--- config.mk ---
export PLATFORM = sky130hd
export DESIGN_NAME = tx_fault_halt
export DESIGN_NICKNAME = d
export VERILOG_FILES = /design/src/rtl/txh_pkg.sv /design/src/rtl/txh_ctrl.sv /design/src/rtl/txh_dpath.sv /design/src/rtl/tx_fault_halt.sv
export SDC_FILE = /design/constraint.sdc
export NUM_CORES = 1
export LEC_CHECK = 0
export BUFFER_PORTS_ARGS = -buffer_cell sky130_fd_sc_hd__buf_2
export CAP_MARGIN = 20
export CORE_AREA = 3 3 40 42
export DETAILED_ROUTE_END_ITERATION = 12
export DIE_AREA = 0 0 43 45
export GPL_TIMING_DRIVEN = 0
export PLACE_DENSITY_LB_ADDON = 0.05
export SYNTH_ARGS = -nofsm -noshare
export SYNTH_HDL_FRONTEND = slang
export SYNTH_SLANG_ARGS = --single-unit
--- constraint.sdc ---
create_clock -name clk -period 1.69 [get_ports clk]
set_input_delay 0.0845 -clock clk [delete_from_list [all_inputs] [get_ports clk]]
set_output_delay 0.0845 -clock clk [all_outputs]
set_load 0.01 [all_outputs]
--- src/rtl/txh_pkg.sv ---
package txh_pkg;
  localparam int EV_UNDER = 0;
  localparam int EV_RETRY = 1;
  localparam int EV_TXERR = 2;
  localparam int EV_COUNT = 3;

  typedef struct packed {
    logic closeBuf;
    logic statUnder;
    logic statRetry;
    logic evUnder;
    logic evRetry;
    logic startTail;
    logic killNow;
  } txhStrobes_t;
endpackage

--- src/rtl/txh_ctrl.sv ---
module txh_ctrl
  import txh_pkg::*;
(
  input  logic        clk,
  input  logic        rstN,
  input  logic        fifoValid,
  input  logic        frameActive,
  input  logic        chainDone,
  input  logic        chainStall,
  input  logic        retryLimit,
  input  logic        haltClear,
  input  logic        gracefulStop,
  output txhStrobes_t strb,
  output logic        queueHalted,
  output logic        txEnable
);
  logic haltQ;
  logic midUnder, chainUnder, retryHit, anyUnder, anyErr;

  always_comb begin
    midUnder   = !haltQ && frameActive && !fifoValid;
    chainUnder = !haltQ && chainStall && !chainDone;
    retryHit   = !haltQ && retryLimit;
    anyUnder   = midUnder || chainUnder;
    anyErr     = anyUnder || retryHit;
  end

  always_comb begin
    strb.closeBuf  = anyErr;
    strb.statRetry = retryHit;
    strb.statUnder = anyUnder && !retryHit;
    strb.evUnder   = anyUnder;
    strb.evRetry   = retryHit;
    strb.startTail = midUnder && !retryHit;
    strb.killNow   = retryHit;
  end

  always_ff @(posedge clk or negedge rstN) begin
    if (!rstN)          haltQ <= 1'b0;
    else if (anyErr)    haltQ <= 1'b1;
    else if (haltClear) haltQ <= 1'b0;
  end

  assign queueHalted = haltQ;
  assign txEnable    = !haltQ && !gracefulStop;
endmodule

--- src/rtl/txh_dpath.sv ---
module txh_dpath
  import txh_pkg::*;
#(
  parameter int TAIL_BITS = 32,
  parameter int LANE_W    = 8
) (
  input  logic                clk,
  input  logic                rstN,
  input  txhStrobes_t         strb,
  input  logic [EV_COUNT-1:0] evClear,
  output logic                tailInvert,
  output logic                frameKill,
  output logic                bufClose,
  output logic                bufUn,
  output logic                bufRl,
  output logic [EV_COUNT-1:0] evFlags
);
  localparam int TAIL_BEATS = TAIL_BITS / LANE_W;
  localparam int CNT_W      = $clog2(TAIL_BEATS + 1);
  localparam logic [CNT_W-1:0] BEATS_V = CNT_W'(TAIL_BEATS);
  localparam logic [CNT_W-1:0] ONE_V   = CNT_W'(1);

  logic [CNT_W-1:0]    tailCnt;
  logic [EV_COUNT-1:0] evSet;

  always_comb begin
    evSet           = '0;
    evSet[EV_UNDER] = strb.evUnder;
    evSet[EV_RETRY] = strb.evRetry;
    evSet[EV_TXERR] = strb.closeBuf;
  end

  for (genvar i = 0; i < EV_COUNT; i++) begin : g_flag
    always_ff @(posedge clk or negedge rstN) begin
      if (!rstN) evFlags[i] <= 1'b0;
      else       evFlags[i] <= evSet[i] | (evFlags[i] & ~evClear[i]);
    end
  end

  always_ff @(posedge clk or negedge rstN) begin
    if (!rstN) begin
      bufClose  <= 1'b0;
      bufUn     <= 1'b0;
      bufRl     <= 1'b0;
      frameKill <= 1'b0;
      tailCnt   <= '0;
    end else begin
      bufClose  <= strb.closeBuf;
      bufUn     <= strb.statUnder;
      bufRl     <= strb.statRetry;
      frameKill <= strb.killNow || (tailCnt == ONE_V);
      if (strb.startTail)    tailCnt <= BEATS_V;
      else if (tailCnt != 0) tailCnt <= tailCnt - ONE_V;
    end
  end

  assign tailInvert = (tailCnt != '0);
endmodule

--- src/rtl/tx_fault_halt.sv ---
module tx_fault_halt
  import txh_pkg::*;
#(
  parameter int TAIL_BITS = 32,
  parameter int LANE_W    = 8
) (
  input  logic                clk,
  input  logic                rstN,
  input  logic                fifoValid,
  input  logic                frameActive,
  input  logic                chainDone,
  input  logic                chainStall,
  input  logic                retryLimit,
  input  logic                haltClear,
  input  logic                gracefulStop,
  input  logic [EV_COUNT-1:0] evClear,
  output logic                tailInvert,
  output logic                frameKill,
  output logic                bufClose,
  output logic                bufUn,
  output logic                bufRl,
  output logic [EV_COUNT-1:0] evFlags,
  output logic                queueHalted,
  output logic                txEnable
);
  txhStrobes_t strb;

  txh_ctrl ctrl_i (
    .clk(clk), .rstN(rstN), .fifoValid(fifoValid), .frameActive(frameActive),
    .chainDone(chainDone), .chainStall(chainStall), .retryLimit(retryLimit),
    .haltClear(haltClear), .gracefulStop(gracefulStop), .strb(strb),
    .queueHalted(queueHalted), .txEnable(txEnable)
  );

  txh_dpath #(.TAIL_BITS(TAIL_BITS), .LANE_W(LANE_W)) dpath_i (
    .clk(clk), .rstN(rstN), .strb(strb), .evClear(evClear),
    .tailInvert(tailInvert), .frameKill(frameKill), .bufClose(bufClose),
    .bufUn(bufUn), .bufRl(bufRl), .evFlags(evFlags)
  );
endmodule

==> flow_metrics.py <==
metrics = {
    "finish": {
        "drive_above_1_share_pct": 38.89,
        "regArea_um2": 275.3,
        "fin_nets": 88,
        "areaGrowthSynthToFinish_pct": 38.00,
        "antenna_cells": 0,
        "final_util_pct": 53.75,
        "fin_cells": 87,
        "multiInputGateArea_um2": 187.7,
        "fillers": 118,
    },
    "yosys": {
        "synth_top_cell_by_area": "dfrtp_1",
        "netlist.area_leader.share_pct": 55.00,
        "yosys.cell_count.top_type": "dfrtp_1",
        "syn-num-nets": 58,
        "synth_common_cells": "dfrtp_1, inv_1, nor2_1",
        "synth_edf_count": 0,
        "synth_xor_area_share_pct": 1.750,
        "synth_cells": 43,
        "yosysSeqAreaShare_pct": 55.00,
        "synth_top_family_by_area": "simple AND/OR/NAND/NOR gates",
        "ys_warn_count": 0,
        "yosys.area_share.simple_pct": 13.75,
        "syn_area_um2": 500.5,
        "synth_fa_ha_area_share_pct": 7.500,
        "ys_ff_latch": 11,
        "synth-compound-area-share_pct": 12.50,
        "ys_types": 18,
        "async_reset_ff_share_pct": 100.0,
        "ys.flop_type": "dfrtp_1",
        "synth_area_leaders": "dfrtp_1, ha_1, inv_1, nor4b_4, nor2_1",
        "syn_area_per_cell_um2": 11.64,
        "synth_mux_area_share_pct": 2.000,
    },
    "status": {
        "status": "finished, final reports clean",
    },
    "clock_network": {
        "cts.clk_slew.worst_paths_ps": 70,
        "htree_levels": 1,
        "clkSinkCount": 11,
        "cts_root_buf": "clkbuf_4",
        "tritoncts": "built",
        "clockBufferDepth": 2,
        "cts_made_buffers": 3,
        "clock_latency_ps": 270,
    },
    "worst_hold_path": {
        "hold_start": "retryLimit",
        "min_path_cells": 2,
        "min_to": "dpath_i.bufUn",
        "hold_path_class": "in2reg",
    },
    "global_route": {
        "grt_first_pass_wirelength_mm": 1.524,
        "gr-total-overflow": 0,
        "antenna_found_initial": 0,
        "track_usage_pct": 11.26,
        "grt_max_degree": 12,
        "grt_pass1_vias": 359,
    },
    "floorplan": {
        "start_util_pct": 38.95,
        "ios": 22,
        "die_x_um": 43,
        "die_h_um": 45,
        "core_area_mm2": 0.001285,
        "rows": 13,
        "die_area_mm2": 0.001935,
    },
    "detailed_routing": {
        "drt_iter0_drc": 1,
        "drtAntennaViolNets": 0,
        "dr.pass1.iters": 2,
        "vias_per_cell": 4.391,
        "vias": 382,
        "drt-total-wl_um": 955,
        "drc": 0,
        "wl_per_cell_um": 10.98,
    },
    "sta": {
        "relSlewSlack_pct": 82.22,
        "setup_tns_ps": 0,
        "report.final.slew_viol_count": 0,
        "finalCritPeriodShare_pct": 79.35,
        "fin_crit_ps": 1341,
        "hold_ws_ps": 61.99,
        "finClkSkew_ps": 10.59,
        "hold_viol": 0,
        "worst_slew_pin_slew_ps": 265.5,
        "fmax_mhz": 745.7,
        "setup_viol": 0,
        "grt_setup_unrepaired": "false",
    },
    "worst_setup_path": {
        "crit_path_end_kind": "output port",
        "cp_max_fo": 4,
        "cp.required_ps": 1610,
        "reg2reg_depth": 5,
        "rrSetupSlack_ps": 530,
        "worstReg2RegEnd": "dpath_i.tailCnt[1]",
        "critPathKind": "reg2out",
        "crit_arrival_ps": 1260,
        "critPathLaunchType": "register",
        "r2r-start": "dpath_i.tailCnt[0]",
    },
    "place": {
        "gp_congestion": 0.6592,
        "dp.cells": 79,
        "port_buffers": 21,
        "hpwl_um": 744.4,
    },
    "power": {
        "p_per_area_mw_per_mm2": 1203,
        "switchingPower_mw": 0.2705,
        "total_leakage_power_nw": 0.3813,
        "internal_power_mw": 0.5603,
        "clock_power_share_pct": 21.0,
        "power.total_mw": 0.8308,
        "p_comb_share_pct": 35.1,
        "ir_drop_mv": 0.5910,
        "seq_power_share_pct": 43.9,
        "sw_frac_of_total_pct": 32.56,
    },
    "job": {
        "max_cap_viol_count": 0,
    },
}
-- cells in the final DEF (no fill, tap or decap) --
cell type	Yosys	routed
a21o_1	2	2
clkbuf_1	0	1
dlygate4sd3_1	0	4
nor4b_4	1	1
xnor2_1	1	1
inv_1	7	7
ha_1	3	3
buf_2	0	21
and2b_2	1	1
nor2_1	5	5
nand2b_1	1	1
dfrtp_1	11	11
buf_6	1	1
nor3_1	1	1
o22ai_1	2	2
o21ai_0	1	1
a211oi_2	1	1
clkbuf_4	0	3
a21oi_1	2	2
mux2i_1	1	1
a211oi_1	1	1
nor2b_1	1	1
-- power groups by stage --
| stage | Sequential [mW] | Combinational, mW | Clock [mW] |
|---|---|---|---|
| CTS | 0.366 | 0.296 | 0.183 |
| finish | 0.365 | 0.291 | 0.174 |
| global placement | 0.370 | 0.284 | 0 |
| global route | 0.375 | 0.335 | 0.206 |
| detailed placement | 0.370 | 0.290 | 0 |
| floorplan | 0.382 | 0.183 | 0 |
-- logic make-up (layout without fill, tap and decap cells) --
family | count (synthesis) | after routing
fa+ha+maj | 3 | 3
simple gates | 10 | 10
flops | 11 | 11
compound gates | 9 | 9
mux | 1 | 1
xor+xnor | 1 | 1
buf+inv | 8 | 37
-- metal layers --
metal,track usage (%),vias up,share of wire [%]
li1,-,197,-
met4,3.614,0,0
met1,12.91,170,43
met5,0,-,0
met2,18.26,15,48
met3,5.976,0,9.1
-- worst max-delay path: stages, from the launching register on --
cell and delay [ps]:
dfrtp_1 390, inv_1 70, ha_1 210, nand2b_1 160, buf_2 160
-- registers in the layout (all words and copies together) (netlist names) --
register and count:
dpath_i.bufClose 1, dpath_i.evFlags 3, dpath_i.bufRl 1, dpath_i.tailCnt 3, dpath_i.bufUn 1, dpath_i.frameKill 1, ctrl_i.queueHalted 1
-- what timing repair did --
action | 4_1_cts | 5_1_grt
buffers inserted | 0 | 0
endpoints found under the hold margin | 13 | 1
hold buffers | 3 | 1
gates resized for setup | 0 | 0
-- worst max path at each step --
stage                        from                  to  cells past startpoint
2_1_floorplan  dpath_i.tailCnt[0]  dpath_i.tailCnt[0]                      5
3_3_place_gp   dpath_i.tailCnt[0]  dpath_i.tailCnt[1]                      5
3_5_place_dp   dpath_i.tailCnt[0]  dpath_i.tailCnt[1]                      5
5_1_grt        dpath_i.tailCnt[0]          tailInvert                      4
6_report       dpath_i.tailCnt[0]          tailInvert                      4
4_1_cts        dpath_i.tailCnt[0]          tailInvert                      4
-- area by class of cell --
type	count	area share [%]
buffer	1	1.630
tap	15	2.717
sequential	11	39.86
inverter	7	3.804
multi-input combinational	24	27.17
clock buffer	4	3.804
timing repair buffer	25	21.01
-- metrics by stage --
step	instance area [um^2]	worst slack, ps
6_report	690.7	349.0
5_1_grt	690.7	236.7
4_1_cts	680.7	327.9
3_5_place_dp	624.3	551.3
3_3_place_gp	624.3	553.8
2_1_floorplan	500.5	584.5
Note: power is estimated with default switching activity, not from simulation.
